**src/rtl/mtg_pkg.sv**
```systemverilog
package mtg_pkg;
  parameter int TIME_W = 6;
  typedef logic [TIME_W-1:0] tick_t;

  typedef enum logic [1:0] {
    KIND_DRAM    = 2'd0,
    KIND_SRAM_WR = 2'd1,
    KIND_SRAM_RD = 2'd2
  } cyc_kind_e;

  // Positions within an access, counted in clocks from 0.
  typedef struct packed {
    tick_t t_a;    // first strobe edge
    tick_t t_b;    // second strobe edge
    tick_t t_c;    // third strobe edge
    tick_t t_end;  // access length
  } bounds_t;

  function automatic tick_t phase_len(input logic sel, input tick_t short_c, input tick_t long_c);
    return sel ? long_c : short_c;
  endfunction

  function automatic bounds_t plan_bounds(input cyc_kind_e k,
                                          input tick_t tu, input tick_t tv,
                                          input tick_t tw, input tick_t tz,
                                          input tick_t float_c, input tick_t short_c);
    bounds_t b;
    case (k)
      KIND_DRAM: begin
        b.t_a   = tu;
        b.t_b   = tu + tv;
        b.t_c   = tu + tv + tw;
        b.t_end = tu + tv + tw + tz;
      end
      KIND_SRAM_WR: begin
        b.t_a   = float_c;
        b.t_b   = float_c + tu + tv;
        b.t_c   = float_c + tu + tv;
        b.t_end = float_c + tu + tv + float_c;
      end
      default: begin
        b.t_a   = '0;
        b.t_b   = tw + tz;
        b.t_c   = tw + tz;
        b.t_end = tw + tz + short_c;
      end
    endcase
    return b;
  endfunction
endpackage

```
**src/rtl/mtg_cfg_latch.sv**
```systemverilog
module mtg_cfg_latch
  import mtg_pkg::*;
#(
  parameter int SHORT_CLKS = 2,
  parameter int LONG_CLKS  = 4,
  parameter int FLOAT_CLKS = 1
) (
  input  logic      clk,
  input  logic      rst_n,
  input  logic      start_evt,
  input  logic      req_write,
  input  logic      dram_mode,
  input  logic      cfg_u,
  input  logic      cfg_v,
  input  logic      cfg_w,
  input  logic      cfg_z,
  output cyc_kind_e cur_kind,
  output bounds_t   cur_bounds
);
  localparam tick_t SHORT_T = tick_t'(SHORT_CLKS);
  localparam tick_t LONG_T  = tick_t'(LONG_CLKS);
  localparam tick_t FLOAT_T = tick_t'(FLOAT_CLKS);

  cyc_kind_e nxt_kind;
  bounds_t   nxt_bounds;

  always_comb begin
    if (dram_mode)      nxt_kind = KIND_DRAM;
    else if (req_write) nxt_kind = KIND_SRAM_WR;
    else                nxt_kind = KIND_SRAM_RD;
    nxt_bounds = plan_bounds(nxt_kind,
                             phase_len(cfg_u, SHORT_T, LONG_T),
                             phase_len(cfg_v, SHORT_T, LONG_T),
                             phase_len(cfg_w, SHORT_T, LONG_T),
                             phase_len(cfg_z, SHORT_T, LONG_T),
                             FLOAT_T, SHORT_T);
  end

  always_ff @(posedge clk or negedge rst_n) begin
    if (!rst_n) begin
      cur_kind   <= KIND_DRAM;
      cur_bounds <= '0;
    end else if (start_evt) begin
      cur_kind   <= nxt_kind;
      cur_bounds <= nxt_bounds;
    end
  end
endmodule

```
**src/rtl/mtg_seq.sv**
```systemverilog
module mtg_seq
  import mtg_pkg::*;
(
  input  logic  clk,
  input  logic  rst_n,
  input  logic  req_valid,
  input  tick_t end_pos,
  output logic  busy,
  output tick_t pos,
  output logic  start_evt,
  output logic  last_evt
);
  assign start_evt = req_valid && !busy;
  assign last_evt  = busy && (pos == end_pos - tick_t'(1));

  always_ff @(posedge clk or negedge rst_n) begin
    if (!rst_n) begin
      busy <= 1'b0;
      pos  <= '0;
    end else if (start_evt) begin
      busy <= 1'b1;
      pos  <= '0;
    end else if (last_evt) begin
      busy <= 1'b0;
      pos  <= '0;
    end else if (busy) begin
      pos  <= pos + tick_t'(1);
    end
  end
endmodule

```
**src/rtl/mtg_strobe_dec.sv**
```systemverilog
module mtg_strobe_dec
  import mtg_pkg::*;
(
  input  logic      busy,
  input  logic      last_evt,
  input  logic      idle_drive,
  input  cyc_kind_e cur_kind,
  input  bounds_t   cur_bounds,
  input  tick_t     pos,
  output logic      ras_n,
  output logic      cas_n,
  output logic      ce_n,
  output logic      oe_n,
  output logic      we_n,
  output logic      bus_drive_en
);
  logic is_dram, win_ab, win_bc, past_a;

  always_comb begin
    is_dram = (cur_kind == KIND_DRAM);
    past_a  = pos >= cur_bounds.t_a;
    win_ab  = past_a && (pos < cur_bounds.t_b);
    win_bc  = (pos >= cur_bounds.t_b) && (pos < cur_bounds.t_c);

    ras_n = !(busy && is_dram && past_a && !last_evt);
    cas_n = !(busy && is_dram && win_bc);
    ce_n  = !(busy && !is_dram && win_ab);
    we_n  = !(busy && (cur_kind == KIND_SRAM_WR) && win_ab);
    oe_n  = !(busy && (cur_kind == KIND_SRAM_RD) && win_ab);

    bus_drive_en = busy ? !last_evt : idle_drive;
  end
endmodule

```
**src/rtl/mem_cycle_timer.sv**
```systemverilog
module mem_cycle_timer
  import mtg_pkg::*;
#(
  parameter int SHORT_CLKS = 2,
  parameter int LONG_CLKS  = 4,
  parameter int FLOAT_CLKS = 1
) (
  input  logic clk,
  input  logic rst_n,
  input  logic req_valid,
  input  logic req_write,
  input  logic dram_mode,
  input  logic cfg_u,
  input  logic cfg_v,
  input  logic cfg_w,
  input  logic cfg_z,
  input  logic idle_drive,
  output logic ras_n,
  output logic cas_n,
  output logic ce_n,
  output logic oe_n,
  output logic we_n,
  output logic bus_drive_en,
  output logic busy,
  output logic done
);
  cyc_kind_e cur_kind;
  bounds_t   cur_bounds;
  tick_t     pos;
  logic      start_evt;
  logic      last_evt;

  mtg_cfg_latch #(
    .SHORT_CLKS(SHORT_CLKS), .LONG_CLKS(LONG_CLKS), .FLOAT_CLKS(FLOAT_CLKS)
  ) u_cfg (
    .clk(clk), .rst_n(rst_n), .start_evt(start_evt),
    .req_write(req_write), .dram_mode(dram_mode),
    .cfg_u(cfg_u), .cfg_v(cfg_v), .cfg_w(cfg_w), .cfg_z(cfg_z),
    .cur_kind(cur_kind), .cur_bounds(cur_bounds)
  );

  mtg_seq u_seq (
    .clk(clk), .rst_n(rst_n), .req_valid(req_valid),
    .end_pos(cur_bounds.t_end), .busy(busy), .pos(pos),
    .start_evt(start_evt), .last_evt(last_evt)
  );

  mtg_strobe_dec u_dec (
    .busy(busy), .last_evt(last_evt), .idle_drive(idle_drive),
    .cur_kind(cur_kind), .cur_bounds(cur_bounds), .pos(pos),
    .ras_n(ras_n), .cas_n(cas_n), .ce_n(ce_n), .oe_n(oe_n), .we_n(we_n),
    .bus_drive_en(bus_drive_en)
  );

  assign done = last_evt;
endmodule

```
**config.mk**
```make
export PLATFORM = sky130hd
export DESIGN_NAME = mem_cycle_timer
export DESIGN_NICKNAME = d
export VERILOG_FILES = /design/src/rtl/mtg_pkg.sv /design/src/rtl/mtg_cfg_latch.sv /design/src/rtl/mtg_seq.sv /design/src/rtl/mtg_strobe_dec.sv /design/src/rtl/mem_cycle_timer.sv
export SDC_FILE = /design/constraint.sdc
export NUM_CORES = 1
export LEC_CHECK = 0
export CORE_ASPECT_RATIO = 1.5
export CORE_MARGIN = 2
export CORE_UTILIZATION = 50
export DETAILED_ROUTE_END_ITERATION = 8
export DONT_BUFFER_PORTS = 1
export PLACE_DENSITY = 0.7
export SLEW_MARGIN = 10
export SYNTH_ARGS = -nofsm -noshare
export SYNTH_HDL_FRONTEND = slang
export SYNTH_HIERARCHICAL = 1
export SYNTH_SLANG_ARGS = --single-unit
```
**constraint.sdc**
```tcl
create_clock -name clk -period 1.95 [get_ports clk]
set_input_delay 0.39 -clock clk [delete_from_list [all_inputs] [get_ports clk]]
set_output_delay 0.39 -clock clk [all_outputs]
set_load 0.02 [all_outputs]
```
# After elaboration in Yosys (flattened, before gate mapping)
# Index checks and enable logic that the tools add are counted.
classes:
  n_addsub: 10
  multipliers: 0
  n_div: 0
  order_cmp: 4
  eq_ne: 4
  n_shift: 0
  mux: 13
  bitwise: 0
  reduce_logical: 26
ops:
  columns: ["cell", "n"]
  rows:
  - ["$pmux 24 s2", 1]
  - ["$add 6x6->6", 5]
  - ["$mux 6", 3]
  - ["$logic_and 1x1->1", 14]
  - ["$add 6x1->6 const B", 2]
  - ["$ge 6x6->1", 2]
  - ["$lt 6x6->1", 2]
  - ["$mux 3", 4]
  - ["$logic_not 1->1", 8]
  - ["$add 1x6->6 const A", 1]
  - ["$add 6x2->6 const B", 1]
  - ["$eq 6x6->1", 1]
  - ["$sub 6x1->6 const B", 1]
  - ["$eq 2x1->1 const B", 2]
  - ["$logic_not 2->1", 2]
  - ["$mux 2", 2]
  - ["$mux 1", 3]
  - ["$reduce_bool 3->1", 1]
  - ["$eq 2x2->1 const B", 1]
  - ["$reduce_bool 2->1", 1]
word_totals:
  reg_bits: 33
  latch_bits: 0
  mem_bits_rw: 0
  mem_bits_ro: 0
  input_bits: 10
  output_inout_bits: 8
  word_cells: 64
  n_memories: 0

# Longest topological paths before layout
# Gate-level depths: netlist (run 1).
depth:
  depth_word: 6
  mapped_depth: 11
  ltp_nobuf: 11

# Hierarchy
# The synthesis (run 1) kept the hierarchy.
modules_own_cells:
  columns: ["module", "n_inst", "cells_each", "area_per_inst_um2", "seq_area_each_um2"]
  rows:
  - ["mtg_cfg_latch", 1, 122, 1186.1, 400.4]
  - ["mtg_seq", 1, 61, 519.2, 175.2]
  - ["mtg_strobe_dec", 1, 66, 514.2, 0.0]

# Least setup slack after synthesis (run 1)
# No wires, ideal clock.
synth_path:
  path_type: "in2reg"
  from: "input cfg_u"
  to: "register u_cfg/cur_bounds[4] (netlist name)"
  setup_time_ns: 0.137
  arrival_ns: 2.392
  required_ns: 1.813
  setup_slack_ns: -0.579
  cell_stages: 11
  n_path_buf: 0
  path_cell_list: "inv_1 > ha_1 > ha_1 > inv_1 > fa_1 > inv_1 > ha_1 > a21o_1 > and3_1 > o21ai_0 > a221oi_1"
synth_between:
  elab_chain_len: 5
  elab_cells_between_ends: 8
  cone_classes: "add/sub (6); mux (2)"
synth_rtl:
  columns: ["item", "line", "source"]
  rows:
  - ["from (decl)", "mem_cycle_timer.sv:13", "input logic cfg_u,"]
  - ["$mux 3 (*)", "mtg_pkg.sv:20", "return sel ? long_c : short_c;"]
  - ["$add 1x6->6 or $add 6x6->6 (tied branches)", "mtg_pkg.sv:39, mtg_pkg.sv:33", null]
  - ["$add 6x6->6 (on tied branches)", "mtg_pkg.sv:39, mtg_pkg.sv:33", null]
  - ["$add 6x1->6 or $add 6x6->6 (tied branches)", "mtg_pkg.sv:39, mtg_pkg.sv:33", null]
  - ["$pmux 24 s2 (*)", "mtg_pkg.sv:28", "case (k)"]
# Mark *: on every way between the ends. The rest lies on a longest branch, timed or not.
# A chain may end at the register's enable or synchronous reset.

# Worst setup path in the final report (run 1)
layout_path:
  from: "register u_cfg/cur_bounds[1] (netlist name)"
  to: "output bus_drive_en"
layout_between:
  elab_chain_len: 5
layout_rtl:
  columns: ["item", "line", "source"]
  rows:
  - ["$sub 6x1->6", "mtg_seq.sv:14", "assign last_evt = busy && (pos == end_pos - tick_t'(1));"]
  - ["$eq 6x6->1", "mtg_seq.sv:14", null]
  - ["$logic_and 1x1->1", "mtg_seq.sv:14", null]
  - ["$logic_not 1->1", "mtg_strobe_dec.sv:31", "bus_drive_en = busy ? !last_evt : idle_drive;"]
  - ["$mux 1", "mtg_strobe_dec.sv:31", null]
  - ["to (decl)", "mem_cycle_timer.sv:23", "output logic bus_drive_en,"]
# No other way between the ends.

==> metrics, run 1 <==
status finished, violations left; failing checks setup timing; # DRC 0; ANT nets after route 0; Yosys top cell by area dfrtp_1; hold slack between 0.2 and 0.3 ns; layout cell share with drive strength beyond 1 a little under a third; Mapped Area 2220 µm²; Root Driver clkbuf_8; met1 GRT Util 22.8%; CP cell instances or4_4 > nor2_4 > xnor2_1 > and4b_2 > buf_4 > mux2i_4; Synth Flop Type dfrtp_1; final hold vios 0; Setup Viol. Count Final 10; Hold Path Class primary input to register; total number of vias approximately 1800; fin crit period 2.41 ns; count leader, synth inv_1; Crit Path Class register to primary output; TritonCTS clock tree built; M2 GR Usage roughly two fifths; WL per Instance around 15 µm; Synth Register Bits 23; FFs w/ async S/R, synth between 90% and 100%; Finished Cell Area ~2700 µm²; Tot Pwr roughly 3.8 mW; FILL cells 360; Clock Skew ~0.007 ns; Crit path arrival time roughly 2.0 ns; met3 Use GR around 1.7%; worst-path maximum fanout 4; sequential element share of the synthesized area 25.9%; internal power approximately 2.2 mW; final wirelength roughly 4800 µm; Mapped Cells between 200 and 250; CTS clk-pin slew, worst paths 0.08 ns; maximum vdd drop 0.981 mV; number of buffers created by CTS 3; Layout Nets 319; Final Wtd Congestion 0.847; die area between 4000 and 5000 µm²; I/O pin count 18; starting density of the core roughly 52%; slew at the pin closest to its max-slew limit between 1 and 1.5 ns; post-synth top area share between 20% and 30%; GR Util All Layers 21.0%; Die Wd 58.4 µm; first-pass GRT wire length 8070 µm; power share of the sequential group roughly a quarter; clock power share 7.5%; placed wire-length estimate approximately 3600 µm; placed instance area ~2400 µm²; Critical Path RT approximately 1.6 ns; warnings from Yosys 6; Synth top cells by count inv_1, ha_1, dfrtp_1, nor2_1; pwr dens between 1000 and 1500 nW/µm²; initial antenna violation count 0; Avg Synthesized Cell Area about 8.9 µm²; Sw Ratio 42.6%; Net Sw Power between 1.5 and 2 mW; max-cap violations 0; max frequency slightly above 400 MHz; final slew viol count 0; busiest grt layer met2; crit-path max cell delay 0.54 ns; n_diodes 0; Tcrit/Tclk final 124%; pin count of the biggest net entering global routing 24; CTS Buffer Depth 2; CP startpoint kind register; Slew headroom around a third; PnR worst setup slack -0.463 ns; port buffer count 0; RSZ-0062 raised after global routing true; Cell Rows 29; critical path capture point type primary output; Core Box Area ~4200 µm²; DRT iter0 DRCs 63; Clk Latency, worst-skew pair ~0.26 ns; Worst path slowest cell or4_4; via/cell ratio about 5.5; Post-synth EDFFs 0; Leak between 1 and 1.5 nW; vias in the first global route around 1800; Cell variety after synth just over 50; total gr overflow 0; Chip Height ~86 µm; CTS sink cnt 23; area delta synth->final 22.5%; H-tree level count 1; Pre-Repair DR Iteration Count 4; Synth area leaders dfrtp_1, ha_1, inv_1; combinational share of power 66.9%
-- worst paths after layout --
check                                      from                    to  slack (ns)  cells past startpoint
min reg2reg                u_cfg/cur_bounds[14]  u_cfg/cur_bounds[14]        0.51                      1
max                         u_cfg/cur_bounds[1]          bus_drive_en       -0.46                      6
min                                       cfg_u  u_cfg/cur_bounds[20]        0.27                      2
max in group asynchronous                 rst_n          u_seq/pos[4]        0.54                      1
max reg2reg                 u_cfg/cur_bounds[1]          u_seq/pos[0]        0.05                      6
min in group asynchronous                 rst_n            u_seq/busy        0.74                      1
-- metrics by stage --
stage	setup TNS (ns)	setup slack [ns]	util, %	cells
final	-2.91	-0.463	64.0	321
after detailed placement	-2.50	-0.486	56.7	307
after floorplan	-1.41	-0.441	-	255
after global placement	-2.29	-0.452	56.7	307
after global routing	-3.72	-0.565	64.0	321
after CTS	-2.80	-0.519	63.1	320
-- worst max-delay path: cells and delay by family (launching register included) --
kind / cells / cell delay [ns]
xor+xnor: 1 / 0.07
mux: 1 / 0.21
flops: 1 / 0.42
buf+inv: 1 / 0.16
simple gates: 3 / 0.90
-- layout by cell type, fill, tap and decap left out, drive strengths merged, types with 3 or more instances in the layout --
| master | count |
|---|---|
| dfrtp | 23 |
| and3 | 4 |
| mux2 | 7 |
| mux2i | 6 |
| clkbuf | 4 |
| conb | 7 |
| nand3 | 5 |
| nand4 | 3 |
| nand2 | 12 |
| buf | 33 |
| a211oi | 4 |
| inv | 33 |
| a21oi | 13 |
| xnor2 | 3 |
| nor3 | 3 |
| o21ai | 18 |
| a21o | 3 |
| ha | 31 |
| xor2 | 8 |
| nor2b | 6 |
| nor2 | 19 |
| nand2b | 3 |
-- repair_timing --
item                                    in CTS  in global routing
hold buffers                                 1                  0
gates resized for setup                     32                  7
endpoints found under the setup margin      12                 15
gates cloned                                 0                  0
endpoints found under the hold margin       23                  0
setup buffers                                8                  2
pin swaps                                   17                  9
-- cells by family after synthesis --
family,synth area share [%]
adders and majority gates,19.3
muxes,6.26
other,0.169
and+or+nand+nor,16.4
xor gates and xnor gates,4.34
buffers and inverters,11.7
AOI/OAI and AO/OA,15.9
DFF,25.9
-- cell type report --
class | instances | area [µm²] | share of cell area, %
inverters | 33 | 141 | 5.20
flip-flops and latches | 23 | 582 | 21.4
well taps | 46 | 57.6 | 2.12
multi-input cells | 181 | 1610 | 59.3
clock buffers | 4 | 45.0 | 1.66
repair buffers | 34 | 280 | 10.3
-- flip-flops by register name, summed over array words and instances, names as in the netlist --
| signal | flops |
|---|---|
| u_seq/pos | 6 |
| u_cfg/cur_kind | 2 |
| u_cfg/cur_bounds | 14 |
| u_seq/busy | 1 |
-- metal layers --
layer  share of wire, %  up-vias
met3                1.8        6
li1                   -      895
met5                  0        -
met2                 56       26
met4                2.1        0
met1                 40      839
-- power groups by stage --
stage          registers, mW  clock network, mW  logic [mW]
3_3_place_gp           0.960                  0        2.03
5_1_grt                 1.02              0.320        2.88
4_1_cts                0.983              0.299        2.48
3_5_place_dp           0.964                  0        2.09
2_1_floorplan          0.952                  0        1.59
6_report               0.984              0.290        2.57
Note: power is estimated with default switching activity, not from simulation.
==> run 2: changes to the inputs <==
--- a/config.mk
+++ b/config.mk
@@ -16,3 +16,4 @@
 export SYNTH_HDL_FRONTEND = slang
 export SYNTH_HIERARCHICAL = 1
 export SYNTH_SLANG_ARGS = --single-unit
+export TNS_END_PERCENT = 10
==> run 2 against run 1 <==
Against the previous run:
- the flow still finishes with violations (setup timing)
- hold slack gained 0.0012 ns
- critical path depth unchanged
- first-iteration DRC count decreased by 29%
- non-clock buffer count down 2
- final cell count down 0.62%
- clock power barely moved
- clock-buffer cell count decreased by 1
- clock skew grew 0.0055 ns
- via count grew 2.3%
- total power shrank 0.29%
- largest power group unchanged
==> metrics, run 2 (same netlist as run 1, synthesis figures left out) <==
Crit Path Class register to primary output; worst hold stages 2 (unchanged); n_diodes 0 (unchanged); vias in the first global route 1851 (+4.5%); Critical Path RT 1.56 ns (about the same); crit-path max cell delay 0.54 ns (about the same); Final Non-Filler Cells 319 (-0.62%); total number of vias 1806 (+2.3%); CTS sink cnt 23 (unchanged); most frequent cells in the layout buf_4, inv_1, ha_1; RSZ-0062 raised after global routing true; PnR worst setup slack -0.482 ns (-0.0191 ns); R2R depth 6 (unchanged); fin crit period 2.43 ns (+0.0191 ns); Worst path slowest cell or4_4; die area 5000 µm² (unchanged); total gr overflow 0 (unchanged); initial antenna violation count 0 (unchanged); largest registers u_cfg/cur_bounds x14, u_seq/pos x6, u_cfg/cur_kind x2; placed instance area 2440 µm² (+1.5%); via/cell ratio 5.66 (+2.9%); pwr dens 1440 nW/µm² (+1.6%); GR Util All Layers 21.2% (+0.12 points); area delta synth->final 20.2%; Cell Rows 29 (unchanged); Reg area 582 µm² (unchanged); Die Wd 58.4 µm (unchanged); FILL cells 353 (-1.9%); Tcrit/Tclk final 125% (+0.98 points); pin count of the biggest net entering global routing 24 (unchanged); starting density of the core 52.3% (unchanged); H-tree level count 1 (unchanged); layout cell share with drive strength beyond 1 30.8% (-0.87 points); most common cell after layout, fill and taps aside buf_4; slew at the pin closest to its max-slew limit 1.06 ns (+0.0571 ns); first-pass GRT wire length 8260 µm (+2.4%); Setup Viol. Count Final 10 (unchanged); final slew viol count 0 (unchanged); Hold Path Class primary input to register; status finished, violations left; port buffer count 0 (unchanged); CTS Buffer Depth 2 (unchanged); Clock Skew 0.0123 ns (+0.00547 ns); CP cell instances or4_4 > nor2_4 > xnor2_1 > and4b_2 > nor4b_4 > nand2_2; Leak 1.23 nW (-0.48%); Crit path arrival time 2.04 ns (+0.02 ns); multi-input combinational cell area 1580 µm² (-1.9%); maximum vdd drop 1.00 mV (+2.2%); max-cap violations 0 (unchanged); Layout Nets 317 (-0.63%); Final Wtd Congestion 0.834 (-1.4%); failing checks setup timing; I/O pin count 18 (unchanged); Tot Pwr 3.84 mW (-0.29%); final hold vios 0 (unchanged); ANT nets after route 0 (unchanged); worst-path maximum fanout 4 (unchanged); hold slack 0.276 ns (+0.00119 ns); Slew headroom 29.0% (-3.8 points); WL per Instance 15.7 µm (+4.2%); max reg flops 14 (unchanged); pre-CTS setup slack -0.491 ns (-0.00462 ns); register with the highest flop count u_cfg/cur_bounds; number of buffers created by CTS 3 (unchanged); CP startpoint kind register; Clk Latency, worst-skew pair 0.26 ns (about the same); final wirelength 5000 µm (+3.5%); TritonCTS clock tree built; Finished Cell Area 2670 µm² (-1.8%); CTS clk-pin slew, worst paths 0.09 ns (about the same); # DRC 0 (unchanged); critical path capture point type primary output; max frequency 411 MHz (-0.78%); Chip Height 85.6 µm (unchanged); DRT iter0 DRCs 45 (-29%); Pre-Repair DR Iteration Count 4 (unchanged); placed wire-length estimate 3700 µm (+1.4%); Core Box Area 4250 µm² (unchanged); Cell Count Post-Placement 313 (+2.0%); Root Driver clkbuf_8
-- run 2: cell types whose count changed in the layout (fill, tap and decap cells not counted), sizes merged --
| cell | previous run | this run |
|---|---|---|
| clkbuf | 4 | 3 |
| clkinv | 0 | 1 |
| buf | 33 | 31 |
-- run 2: worst paths after layout --
path	startpoint	end	slack (ns)
max	u_cfg/cur_bounds[1]	ras_n	-0.48
min	cfg_u	u_cfg/cur_bounds[20]	0.28
max reg2reg	u_cfg/cur_bounds[1]	u_seq/pos[1]	0.04
min reg2reg	u_cfg/cur_bounds[14]	u_cfg/cur_bounds[14]	0.51
max in group asynchronous	rst_n	u_seq/pos[2]	0.48
min in group asynchronous	rst_n	u_cfg/cur_bounds[4]	0.76
-- run 2: layer usage --
| metal | global-route usage [%] | part of all wire [%] |
|---|---|---|
| met5 | 0 | 0 |
| met4 | 9.51 | 3.2 |
| met3 | 3.02 | 2.8 |
| met2 | 37.8 | 54 |
| met1 | 24.2 | 40 |
-- run 2: critical path: cells and delay by family, from the launching register on --
family	cells	cell delay, ns
and+or+nand+nor	5	1.29
xor gates and xnor gates	1	0.06
DFF	1	0.42
-- run 2: repair_timing --
item,CTS,global route
gates resized for setup,23,8
setup buffers,0,1
hold buffers,1,0
endpoints found under the setup margin,13,15
pin swaps,9,6
endpoints found under the hold margin,23,0
-- run 2: per-stage QoR --
step | setup TNS, ns | util [%]
after floorplan | -1.73 | -
after global placement | -2.58 | 57.6
after global routing | -3.77 | 62.9
after CTS | -2.85 | 61.4
final | -2.82 | 62.9
after detailed placement | -2.65 | 57.6
-- run 2: where the power goes --
part           internal, mW  total (mW)  leakage [nW]  switching, mW
Clock                 0.142       0.293        0.0255          0.151
Sequential            0.724       0.996         0.273          0.272
Combinational          1.31        2.55         0.927           1.24
-- run 2: area by class of cell --
class | count | share of cell area, %
clock buffers | 3 | 1.55
clock inverters | 1 | 0.188
inverters | 33 | 5.30
multi-input cells | 181 | 59.3
flip-flops and latches | 23 | 21.8
well taps | 46 | 2.16
repair buffers | 32 | 9.70
